--- src/rtl/kwdt_pkg.sv ---
package kwdt_pkg;
  localparam int unsigned OFS_KEY  = 'h00;
  localparam int unsigned OFS_DIV  = 'h04;
  localparam int unsigned OFS_RLD  = 'h08;
  localparam int unsigned OFS_STAT = 'h0C;
  localparam int unsigned OFS_WIN  = 'h10;

  localparam logic [15:0] KEY_OPEN  = 16'h5555;
  localparam logic [15:0] KEY_START = 16'hCCCC;
  localparam logic [15:0] KEY_KICK  = 16'hAAAA;

  localparam int unsigned MIN_SHIFT = 2;
  localparam int unsigned MAX_CODE  = 6;
  localparam int unsigned MAX_SHIFT = MIN_SHIFT + MAX_CODE;

  // Shift amount of the divide ratio; codes above MAX_CODE saturate.
  function automatic int unsigned div_shift(input int unsigned code);
    return MIN_SHIFT + ((code > MAX_CODE) ? MAX_CODE : code);
  endfunction
endpackage

--- src/rtl/kwdt_xfer.sv ---
// Delayed commit of a configuration value into the counting logic.
module kwdt_xfer #(
  parameter int unsigned W          = 12,
  parameter int unsigned DELAY      = 5,
  parameter logic [W-1:0] RST_VAL   = '0
) (
  input  logic         clk,
  input  logic         rst_n,
  input  logic         load,
  input  logic [W-1:0] din,
  output logic         busy,
  output logic [W-1:0] dout
);
  localparam int unsigned CW = $clog2(DELAY + 1);
  logic [CW-1:0] left;

  always_ff @(posedge clk or negedge rst_n) begin
    if (!rst_n) begin
      busy <= 1'b0;
      left <= '0;
      dout <= RST_VAL;
    end else if (load) begin
      busy <= 1'b1;
      left <= CW'(DELAY);
    end else if (busy) begin
      if (left == CW'(1)) begin
        busy <= 1'b0;
        dout <= din;
      end
      left <= left - CW'(1);
    end
  end
endmodule

--- src/rtl/kwdt_regs.sv ---
// Register bank with key decode and open/closed protection.
module kwdt_regs
  import kwdt_pkg::*;
#(
  parameter int unsigned ADDR_W     = 5,
  parameter int unsigned DATA_W     = 32,
  parameter int unsigned DIV_W      = 3,
  parameter int unsigned RLD_W      = 12,
  parameter int unsigned SYNC_DELAY = 5
) (
  input  logic              clk,
  input  logic              rst_n,
  input  logic              bus_wr,
  input  logic [ADDR_W-1:0] bus_addr,
  input  logic [DATA_W-1:0] bus_wdata,
  output logic [DATA_W-1:0] bus_rdata,
  output logic              start_hit,
  output logic              kick_hit,
  output logic              unlocked,
  output logic              div_busy,
  output logic              rld_busy,
  output logic [DIV_W-1:0]  div_eff,
  output logic [RLD_W-1:0]  rld_eff
);
  localparam logic [ADDR_W-1:0] A_KEY  = ADDR_W'(OFS_KEY);
  localparam logic [ADDR_W-1:0] A_DIV  = ADDR_W'(OFS_DIV);
  localparam logic [ADDR_W-1:0] A_RLD  = ADDR_W'(OFS_RLD);
  localparam logic [ADDR_W-1:0] A_STAT = ADDR_W'(OFS_STAT);
  localparam logic [ADDR_W-1:0] A_WIN  = ADDR_W'(OFS_WIN);

  logic [DIV_W-1:0] div_reg;
  logic [RLD_W-1:0] rld_reg;
  logic             key_wr, div_ld, rld_ld;
  logic [15:0]      key;

  assign key       = bus_wdata[15:0];
  assign key_wr    = bus_wr && (bus_addr == A_KEY);
  assign start_hit = key_wr && (key == KEY_START);
  assign kick_hit  = key_wr && (key == KEY_KICK);
  assign div_ld    = bus_wr && (bus_addr == A_DIV) && unlocked;
  assign rld_ld    = bus_wr && (bus_addr == A_RLD) && unlocked;

  always_ff @(posedge clk or negedge rst_n) begin
    if (!rst_n) begin
      unlocked <= 1'b0;
      div_reg  <= '0;
      rld_reg  <= '1;
    end else begin
      if (key_wr) unlocked <= (key == KEY_OPEN);
      if (div_ld) div_reg <= bus_wdata[DIV_W-1:0];
      if (rld_ld) rld_reg <= bus_wdata[RLD_W-1:0];
    end
  end

  kwdt_xfer #(.W(DIV_W), .DELAY(SYNC_DELAY), .RST_VAL('0)) div_x_i (
    .clk(clk), .rst_n(rst_n), .load(div_ld), .din(div_reg),
    .busy(div_busy), .dout(div_eff));

  kwdt_xfer #(.W(RLD_W), .DELAY(SYNC_DELAY), .RST_VAL('1)) rld_x_i (
    .clk(clk), .rst_n(rst_n), .load(rld_ld), .din(rld_reg),
    .busy(rld_busy), .dout(rld_eff));

  always_comb begin
    bus_rdata = '0;
    case (bus_addr)
      A_DIV:   bus_rdata[DIV_W-1:0] = div_reg;
      A_RLD:   bus_rdata[RLD_W-1:0] = rld_reg;
      A_STAT:  bus_rdata[1:0]       = {rld_busy, div_busy};
      A_WIN:   bus_rdata[RLD_W-1:0] = '1;
      default: bus_rdata = '0;
    endcase
  end
endmodule

--- src/rtl/kwdt_core.sv ---
// Divider and down-counter; runs from start until system reset.
module kwdt_core
  import kwdt_pkg::*;
#(
  parameter int unsigned DIV_W = 3,
  parameter int unsigned RLD_W = 12
) (
  input  logic             clk,
  input  logic             rst_n,
  input  logic             start,
  input  logic             kick,
  input  logic [DIV_W-1:0] div_code,
  input  logic [RLD_W-1:0] rld_val,
  output logic             running,
  output logic             rst_req
);
  localparam int unsigned PW = MAX_SHIFT;

  logic [PW-1:0]    pre_cnt, pre_lim;
  logic [RLD_W-1:0] cnt;
  logic             step;

  assign pre_lim = {PW{1'b1}} >> (MAX_SHIFT - div_shift(int'(div_code)));
  assign step    = (pre_cnt >= pre_lim);

  always_ff @(posedge clk or negedge rst_n) begin
    if (!rst_n) begin
      running <= 1'b0;
      pre_cnt <= '0;
      cnt     <= '1;
      rst_req <= 1'b0;
    end else begin
      rst_req <= 1'b0;
      if (!running) begin
        if (start) begin
          running <= 1'b1;
          cnt     <= rld_val;
          pre_cnt <= '0;
        end
      end else if (kick) begin
        cnt     <= rld_val;
        pre_cnt <= '0;
      end else if (step) begin
        pre_cnt <= '0;
        if (cnt == '0) begin
          rst_req <= 1'b1;
          cnt     <= rld_val;
        end else begin
          cnt <= cnt - RLD_W'(1);
        end
      end else begin
        pre_cnt <= pre_cnt + PW'(1);
      end
    end
  end
endmodule

--- src/rtl/kwdt_top.sv ---
module kwdt_top #(
  parameter int unsigned ADDR_W     = 5,
  parameter int unsigned DATA_W     = 32,
  parameter int unsigned DIV_W      = 3,
  parameter int unsigned RLD_W      = 12,
  parameter int unsigned SYNC_DELAY = 5
) (
  input  logic              clk,
  input  logic              rst_n,
  input  logic              bus_wr,
  input  logic [ADDR_W-1:0] bus_addr,
  input  logic [DATA_W-1:0] bus_wdata,
  output logic [DATA_W-1:0] bus_rdata,
  output logic              rst_req
);
  logic             start_hit, kick_hit, unlocked, running;
  logic             div_busy, rld_busy;
  logic [DIV_W-1:0] div_eff;
  logic [RLD_W-1:0] rld_eff;

  kwdt_regs #(.ADDR_W(ADDR_W), .DATA_W(DATA_W), .DIV_W(DIV_W),
              .RLD_W(RLD_W), .SYNC_DELAY(SYNC_DELAY)) regs_i (
    .clk(clk), .rst_n(rst_n), .bus_wr(bus_wr), .bus_addr(bus_addr),
    .bus_wdata(bus_wdata), .bus_rdata(bus_rdata), .start_hit(start_hit),
    .kick_hit(kick_hit), .unlocked(unlocked), .div_busy(div_busy),
    .rld_busy(rld_busy), .div_eff(div_eff), .rld_eff(rld_eff));

  kwdt_core #(.DIV_W(DIV_W), .RLD_W(RLD_W)) core_i (
    .clk(clk), .rst_n(rst_n), .start(start_hit), .kick(kick_hit),
    .div_code(div_eff), .rld_val(rld_eff), .running(running),
    .rst_req(rst_req));
endmodule

--- config.mk ---
export PLATFORM = sky130hd
export DESIGN_NAME = kwdt_top
export DESIGN_NICKNAME = d
export VERILOG_FILES = /design/src/rtl/kwdt_pkg.sv /design/src/rtl/kwdt_xfer.sv /design/src/rtl/kwdt_regs.sv /design/src/rtl/kwdt_core.sv /design/src/rtl/kwdt_top.sv
export SDC_FILE = /design/constraint.sdc
export NUM_CORES = 1
export LEC_CHECK = 0
export BUFFER_PORTS_ARGS = -buffer_cell sky130_fd_sc_hd__buf_2
export CORE_MARGIN = 5
export CORE_UTILIZATION = 43
export DETAILED_ROUTE_END_ITERATION = 8
export GPL_TIMING_DRIVEN = 1
export PLACE_DENSITY = 0.74
export SYNTH_ARGS = -nofsm -noshare
export SYNTH_HDL_FRONTEND = slang
export SYNTH_SLANG_ARGS = --single-unit
--- constraint.sdc ---
create_clock -name clk -period 8.25 [get_ports clk]
set_clock_uncertainty 0.1 [all_clocks]
set_input_delay 0.825 -clock clk [delete_from_list [all_inputs] [get_ports clk]]
set_output_delay 0.825 -clock clk [all_outputs]
set_load 0.02 [all_outputs]
# --- Word-level counts from Yosys, hierarchy flattened ---
# Index checks and enable logic that the tools add are counted.
op_classes:
  n_mux: 29
  shift: 1
  n_bitwise: 2
  add_sub_neg: 6
  n_eq_ne: 10
  magnitude_cmp: 2
  n_reduce_logical: 15
ops:
  columns: ["op", "n"]
  rows:
  - ["$mux 12", 5]
  - ["$add 2x32->32 const A", 1]
  - ["$eq 16x16->1 const B", 2]
  - ["$mux 8", 4]
  - ["$shr 8x32->8 const A", 1]
  - ["$sub 4x32->32 const A", 1]
  - ["$pmux 9 s2", 1]
  - ["$eq 16x15->1 const B", 1]
  - ["$mux 3", 5]
  - ["$logic_not 12->1", 1]
  - ["$mux 1", 12]
  - ["$sub 12x1->12 const B", 1]
  - ["$eq 5x4->1 const B", 2]
  - ["$add 8x1->8 const B", 1]
  - ["$ge 8x8->1", 1]
  - ["$pmux 2 s4", 1]
  - ["$logic_and 1x1->1", 7]
  - ["$eq 3x1->1 const B", 2]
  - ["$reduce_and 3->1", 2]
  - ["$reduce_bool 2->1", 3]
  - ["$sub 3x1->3 const B", 2]
  - ["$eq 5x3->1 const B", 1]
  - ["$eq 5x5->1 const B", 1]
  - ["$logic_not 5->1", 1]
  - ["other kinds (5)", 6]
totals:
  input_bits: 40
  register_bits: 61

# --- Depth between registers and ports, before layout ---
# Gate-level depths: netlist (run 1).
depth:
  word_depth: 9
  mapped_depth: 14

# --- By module ---
# From an unflattened synthesis (run 1), not the netlist that was laid out.
unflattened:
  hier_cells: 334
  hier_area_um2: 3699.8
by_module_without_submodules:
  columns: ["mod", "instances", "area_per_inst_um2", "cells_per_inst"]
  rows:
  - ["kwdt_core", 1, 1521.5, 165]
  - ["kwdt_regs", 1, 1129.8, 102]
  - ["kwdt_xfer at regs_i.rld_x_i", 1, 718.2, 43]
  - ["kwdt_xfer at regs_i.div_x_i", 1, 330.3, 24]

# --- Worst setup path before layout (run 1) ---
# Ideal clock, no wire load.
synth_path:
  kind: "reg-to-reg"
  startpoint: "register regs_i.div_x_i.dout[2]"
  endpoint: "register core_i.cnt[10]"
  arrival_ns: 2.467
  path_stages_with_launch: 14
  path_slack_ns: 5.601
  required_time_ns: 8.068
  setup_ns: 0.082
  cell_sequence: "dfrtp_1 > nand2_1 > nand2_1 > inv_1 > ha_1 > ha_1 > nand3_1 > ha_1 > a21o_1 > a21oi_1 > nand3_1 > o21a_1 > buf_2 > a22oi_1"
synth_between:
  elab_chain_len: 8
synth_lines:
  columns: ["item", "line", "text"]
  rows:
  - ["from (decl)", "kwdt_xfer.sv:12", "output logic [W-1:0] dout"]
  - ["from (signal assigned)", "kwdt_xfer.sv:28", "dout <= din;"]
  - ["$gt 3x3->1", "kwdt_pkg.sv:18", "return MIN_SHIFT + ((code > MAX_CODE) ? MAX_CODE : code);"]
  - ["$mux 3 *", "kwdt_pkg.sv:18", null]
  - ["$add 2x32->32 *", "kwdt_pkg.sv:18", null]
  - ["$sub 4x32->32 *", "kwdt_core.sv:23", "assign pre_lim = {PW{1'b1}} >> (MAX_SHIFT - div_shift(int'(div_code)));"]
  - ["$shr 8x32->8 *", "kwdt_core.sv:23", null]
  - ["$ge 8x8->1 *", "kwdt_core.sv:24", "assign step = (pre_cnt >= pre_lim);"]
  - ["$ne 3x2->1 (no source line) *", null, null]
  - ["$reduce_and 2->1 (no source line) *", null, null]
  - ["to (signal assigned)", "kwdt_core.sv:37", "cnt <= rld_val;"]
  - ["to (signal assigned)", "kwdt_core.sv:41", "cnt <= rld_val;"]
  - ["to (signal assigned)", "kwdt_core.sv:47", "cnt <= rld_val;"]
  - ["to (decl)", "kwdt_core.sv:20", "logic [RLD_W-1:0] cnt;"]
# Every way passes the cells marked *; elsewhere a longest branch is shown, timed or not.
# A chain may end at the register's enable or synchronous reset.

# --- Final worst setup path (run 1) ---
layout_path:
  startpoint: "register regs_i.div_x_i.dout[1]"
  endpoint: "register core_i.cnt[8]"
# The elaborated chain is that of the path after synthesis.

==> results of run 1 <==
## metal layers
metal / up-vias / GRT usage (%) / routed length, µm
li1: 1349 / - / -
met4: 0 / 5.15 / 104
met5: - / 0 / 0
met3: 10 / 3.65 / 535
met2: 92 / 23.6 / 3420
met1: 1319 / 20.2 / 3300
## power by group
group	internal [µW]	switching, µW
registers	300	0.0250
clock network	178	118
logic	8.29	22.8
total	486	141
## synth_stat cells (7+ instances only)
cell type | number | area (µm²)
nor2_1 | 15 | 56.3
nand2_1 | 60 | 225
mux2_2 | 21 | 236
a21oi_1 | 10 | 50.1
o221ai_1 | 11 | 96.3
buf_4 | 20 | 150
ha_1 | 17 | 213
a21o_1 | 12 | 90.1
o21ai_0 | 7 | 35.0
clkbuf_1 | 10 | 37.5
mux2i_1 | 13 | 130
dfrtp_1 | 25 | 626
inv_1 | 18 | 67.6
dfstp_2 | 36 | 946
## worst paths after layout
path                                        start                endpoint  slack [ns]  cells after the start
min in group asynchronous                   rst_n  regs_i.div_x_i.left[0]        0.52                      2
min                            regs_i.rld_reg[11]      regs_i.rld_reg[11]        0.37                      2
min reg2reg                    regs_i.rld_reg[11]      regs_i.rld_reg[11]        0.37                      2
max reg2reg                regs_i.div_x_i.dout[1]           core_i.cnt[8]        4.80                     12
max in group asynchronous                   rst_n  regs_i.rld_x_i.left[1]        7.04                      2
max                        regs_i.div_x_i.dout[1]           core_i.cnt[8]        4.80                     12
## final cells by class
class	count	area, µm²
tap	105	131
fill	750	4220
timing repair buffer	38	195
multi-input combinational	275	1890
clock inverter	6	86.3
inverter	18	67.6
sequential	61	1570
clock buffer	10	138
## stage by stage
stage | hold WS [ns] | std cells
after floorplan | 0.343 | 392
after global placement | 0.359 | 497
after detailed placement | 0.361 | 497
after CTS | 0.373 | 513
after global routing | 0.392 | 513
final | 0.371 | 513
## cells by family after synthesis
logic type | synth area share [%]
and+or+nand+nor | 19.1
AOI/OAI and AO/OA | 13.3
DFF | 42.5
buffers and inverters | 8.33
muxes | 9.92
adders and majority gates | 5.75
xor gates and xnor gates | 0.948
other | 0.101
## worst max-delay path, stage by stage, from the launching register on
cell and delay, ns:
dfrtp_1 0.39, nand2_1 0.06, nand2_1 0.10, inv_1 0.06, ha_1 0.19, ha_1 0.37, mux2i_1 0.24, ha_1 0.27
a21oi_1 0.14, a21o_1 0.12, nand3_1 0.41, o21ai_0 0.70, o2bb2ai_1 0.17
==> impl_metrics.toml, run 1 <==
[cells_and_area]
layout_commonest_cell = "nand2_1"
final_cell_mix = "60 x nand2_1, 36 x dfstp_2, 36 x buf_2"
diodes = 0
drive_gt1_share_pct = 29.4
fin_nets = 460
area_delta_synth_final_pct = 10.3
stdcell_area_mm2 = 0.00408
final_util_pct = 49.1

[route]
drt_iter0_drc = 207
ant_nets = 0
drt-pass1-iter-count = 4
drc_errors = 0
via_per_inst = 5.40
avgRoutedWirePerCell_um = 14.4
wl_um = 7360
routed-via-count = 2770

[synth]
syn_avg_cell_area_um2 = 9.91
ys_warn_count = 0
synth_cell_types = 50
synthesis.area_mm2 = 0.00370
async_flop_share_pct = 100
ys_ff_latch = 61
synthCells = 373
synth_ff_type = "dfstp_2"
synth_edf_count = 0
ys_seq_area_share_pct = 42.5

[cts]
clock_latency_ns = 0.34
cts_hold_buf = 0
cts_tree = "done"
clock_path_buffers = 2
cts_resized = 0
numCtsBuffers = 9
htree_levels = 3
cts_setup_buffers = 0
cts_sinks = 61
root_buffer = "clkbuf_8"
clk_pin_slew_worst_paths_ns = 0.07

[critical_path]
critPathMaxFanout = 15
start_kind = "flop"
criticalPathCategory = "reg -> reg"
worstPathRequired_ns = 8.39
cp-end-kind = "flop"
arrival_ns = 3.59

[floorplanning]
pin_count = 73
start_util_pct = 44.5
die_area_mm2 = 0.0105
die_w_um = 103
placement_rows = 33
die_h_um = 103
coreArea_mm2 = 0.00830

[placement]
place.port_buffers = 36
gp_congestion = 0.863
placedInstanceArea_mm2 = 0.00385
dp_hpwl_um = 5340
place_ws_ns = 4.85

[sta]
max-slew-margin-rel_pct = 35.5
final.setup.tns_ns = 0
hold_viol = 0
final.period_utilization_pct = 41.8
clock.fmax_mhz = 290
worstMarginPinSlew_ns = 0.963
worst_slack_ns = 4.80
finalMaxSlewViolations = 0
rsz0062_at_grt = "no"
period_needed_ns = 3.45
setup_viol_count_final = 0

[grt]
grt_overflow = 0
grt_pass1_vias = 2707
antenna_found_initial = 0
grt_use_total_pct = 15.0
grt_pass1_wl_um = 12600
grt_max_degree = 62

[flow_run]
max_cap_violations = 0

[pwr]
vdd_drop_max_v = 0.0000877
powerDensity_mw_per_mm2 = 154
p_leak_uw = 0.00196
total_power_uw = 627

[hold_path]
hold_path_class = "reg -> reg"

[run_status]
status = "complete, no violations"
Note: power is estimated with default switching activity, not from simulation.
==> run 2: changes to the inputs <==
--- a/config.mk
+++ b/config.mk
@@ -5,6 +5,7 @@
 export SDC_FILE = /design/constraint.sdc
 export NUM_CORES = 1
 export LEC_CHECK = 0
+export ABC_AREA = 1
 export BUFFER_PORTS_ARGS = -buffer_cell sky130_fd_sc_hd__buf_2
 export CORE_MARGIN = 5
 export CORE_UTILIZATION = 43
==> constraint.sdc (replaced) <==
create_clock -name clk -period 3.43 [get_ports clk]
set_clock_uncertainty 0.1 [all_clocks]
set_input_delay 0.343 -clock clk [delete_from_list [all_inputs] [get_ports clk]]
set_output_delay 0.343 -clock clk [all_outputs]
set_load 0.02 [all_outputs]
==> impl_metrics.toml, run 2 <==
[synth]
netlist_top_cells_area = "dfstp_2 25%, dfrtp_1 16%, nand2_1 15%"
synth_ff_type = "dfstp_2"
synth_edf_count = 0
async_flop_share_pct = 100
synth_top_area_share_pct = 24.7
yosys.area.top_type = "dfstp_2"
synth_most_common_cell = "nand2_1"
ys_seq_area_share_pct = 41.1
syn_avg_cell_area_um2 = 7.63
synthesis.area_mm2 = 0.00382
synthCells = 501
ys_ff_latch = 61
synth_cell_types = 36
ys_warn_count = 0
netlist_top_cells_count = "150 x nand2_1, 46 x inv_1, 43 x nor2_1"

[floorplanning]
die_area_mm2 = 0.0109
die_w_um = 104
die_h_um = 104
pin_count = 73
coreArea_mm2 = 0.00868
start_util_pct = 44.1
placement_rows = 34

[critical_path]
reg2reg_slack_ns = 0.43
start_kind = "flop"
criticalPathCategory = "reg -> reg"
critPathMaxFanout = 13
arrival_ns = 3.16
cp-end-kind = "flop"
worstPathRequired_ns = 3.59
reg2regPathDepth = 18

[flow_run]
max_cap_violations = 0

[cts]
clock_path_buffers = 2
cts_sinks = 61
htree_levels = 3
cts_tree = "done"
clock_latency_ns = 0.33
clk_pin_slew_worst_paths_ns = 0.08
cts_setup_buffers = 0
numCtsBuffers = 9
root_buffer = "clkbuf_8"

[sta]
max-slew-margin-rel_pct = 63.7
final.setup.tns_ns = 0
period_needed_ns = 3.00
hold_viol = 0
worstMarginPinSlew_ns = 0.543
clock.fmax_mhz = 333
rsz0062_at_grt = "no"
final.period_utilization_pct = 87.5
setup_viol_count_final = 0
finalMaxSlewViolations = 0

[grt]
grt_use_met2_pct = 25.7
grt_use_total_pct = 15.7
grt_pass1_wl_um = 14300
grt_use_met3_pct = 3.41
grt_overflow = 0
grt_max_degree = 41
top_usage_layer = "met2"
grt_pass1_vias = 3132
antenna_found_initial = 0
met1_usage_pct = 20.6

[placement]
dp_hpwl_um = 6220
place.port_buffers = 36
gp_congestion = 0.898
dp.cells = 635
placedInstanceArea_mm2 = 0.00401

[cells_and_area]
layout_commonest_cell = "nand2_1"
diodes = 0
final_util_pct = 48.5
final_cell_mix = "149 x nand2_1, 46 x inv_1, 43 x nor2_1"
stdcell_area_mm2 = 0.00421
final_cells = 652
area_delta_synth_final_pct = 10.0
fin_nets = 596
drive_gt1_share_pct = 22.1
nFillCells = 860

[route]
via_per_inst = 4.95
avgRoutedWirePerCell_um = 12.6
drt-pass1-iter-count = 4
drt_iter0_drc = 129
ant_nets = 0
drc_errors = 0
wl_um = 8200
routed-via-count = 3225

[pwr]
vdd_drop_max_v = 0.000253
powerDensity_mw_per_mm2 = 335
p_leak_uw = 0.00218

[run_status]
status = "complete, no violations"

[hold_path]
holdPathStages = 3
hold_path_class = "in -> reg"
run 2: stage by stage:
stage | hold WS, ns | worst slack [ns] | power [µW]
after global routing | 0.158 | 0.104 | 1470
after global placement | 0.238 | 0.380 | 823
after detailed placement | 0.248 | 0.291 | 824
after floorplan | -0.0526 | 0.819 | 795
final | 0.165 | 0.428 | 1410
after CTS | 0.145 | 0.258 | 1420
run 2: critical path, stage by stage (launching register included):
cell and delay, ns:
dfrtp_1 0.40, nand2_1 0.07, nand2_1 0.09, inv_1 0.07
ha_1 0.20, ha_1 0.31, nand2_1 0.10, inv_1 0.06
a21oi_1 0.16, ha_1 0.28, a21oi_1 0.16, nand2_1 0.07
nand2_1 0.07, nand2_1 0.06, nor2_1 0.19, nand3_1 0.14
nand2_2 0.24, nand2_1 0.08, nor2_1 0.08
run 2: path summary, 6_finish.rpt:
kind | from | endpoint
min in group asynchronous | rst_n | regs_i.rld_x_i.left[0]
worst min-delay path | bus_wdata[0] | regs_i.rld_reg[0]
worst max register to register | regs_i.div_x_i.dout[1] | core_i.pre_cnt[4]
worst max-delay path | regs_i.div_x_i.dout[1] | core_i.pre_cnt[4]
worst min register to register | regs_i.rld_x_i.dout[2] | regs_i.rld_x_i.dout[2]
max in group asynchronous | rst_n | core_i.cnt[10]
run 2: power breakdown:
group | internal [µW] | total (µW) | switching [µW]
Clock | 287 | 596 | 309
Sequential | 721 | 721 | 0.0418
Combinational | 21.0 | 91.5 | 70.5
Total | 1030 | 1410 | 380
run 2: cells by family (layout without fill, tap and decap cells):
| group | after synthesis | after routing | synth area share [%] |
|---|---|---|---|
| other | 1 | 20 | 0.0981 |
| buffers and inverters | 89 | 113 | 11.4 |
| XOR/XNOR | 13 | 13 | 2.98 |
| flip-flops | 61 | 61 | 41.1 |
| adder cells (fa/ha/maj) | 17 | 17 | 5.56 |
| AND/OR/NAND/NOR | 252 | 252 | 29.2 |
| AO/OA/AOI/OAI | 68 | 68 | 9.72 |
run 2: layout make-up:
class	count	area, µm²	area share, %
sequential	61	1570	37.3
tap	108	135	3.21
inverter	58	220	5.23
timing repair buffer	39	205	4.88
clock buffer	10	138	3.27
clock inverter	6	46.3	1.10
multi-input combinational	370	1890	45.0
run 2: per-layer routing:
layer,share of wire [%],vias up
li1,-,1644
met1,47,1500
met2,48,73
met3,4.1,8
met4,1.1,0
met5,0,-
run 2: repair_timing:
item / in CTS / in global routing
hold endpoints to repair: 5 / 0
endpoints found under the setup margin: 0 / 13
hold buffers: 1 / 0
gates resized for setup: 0 / 1
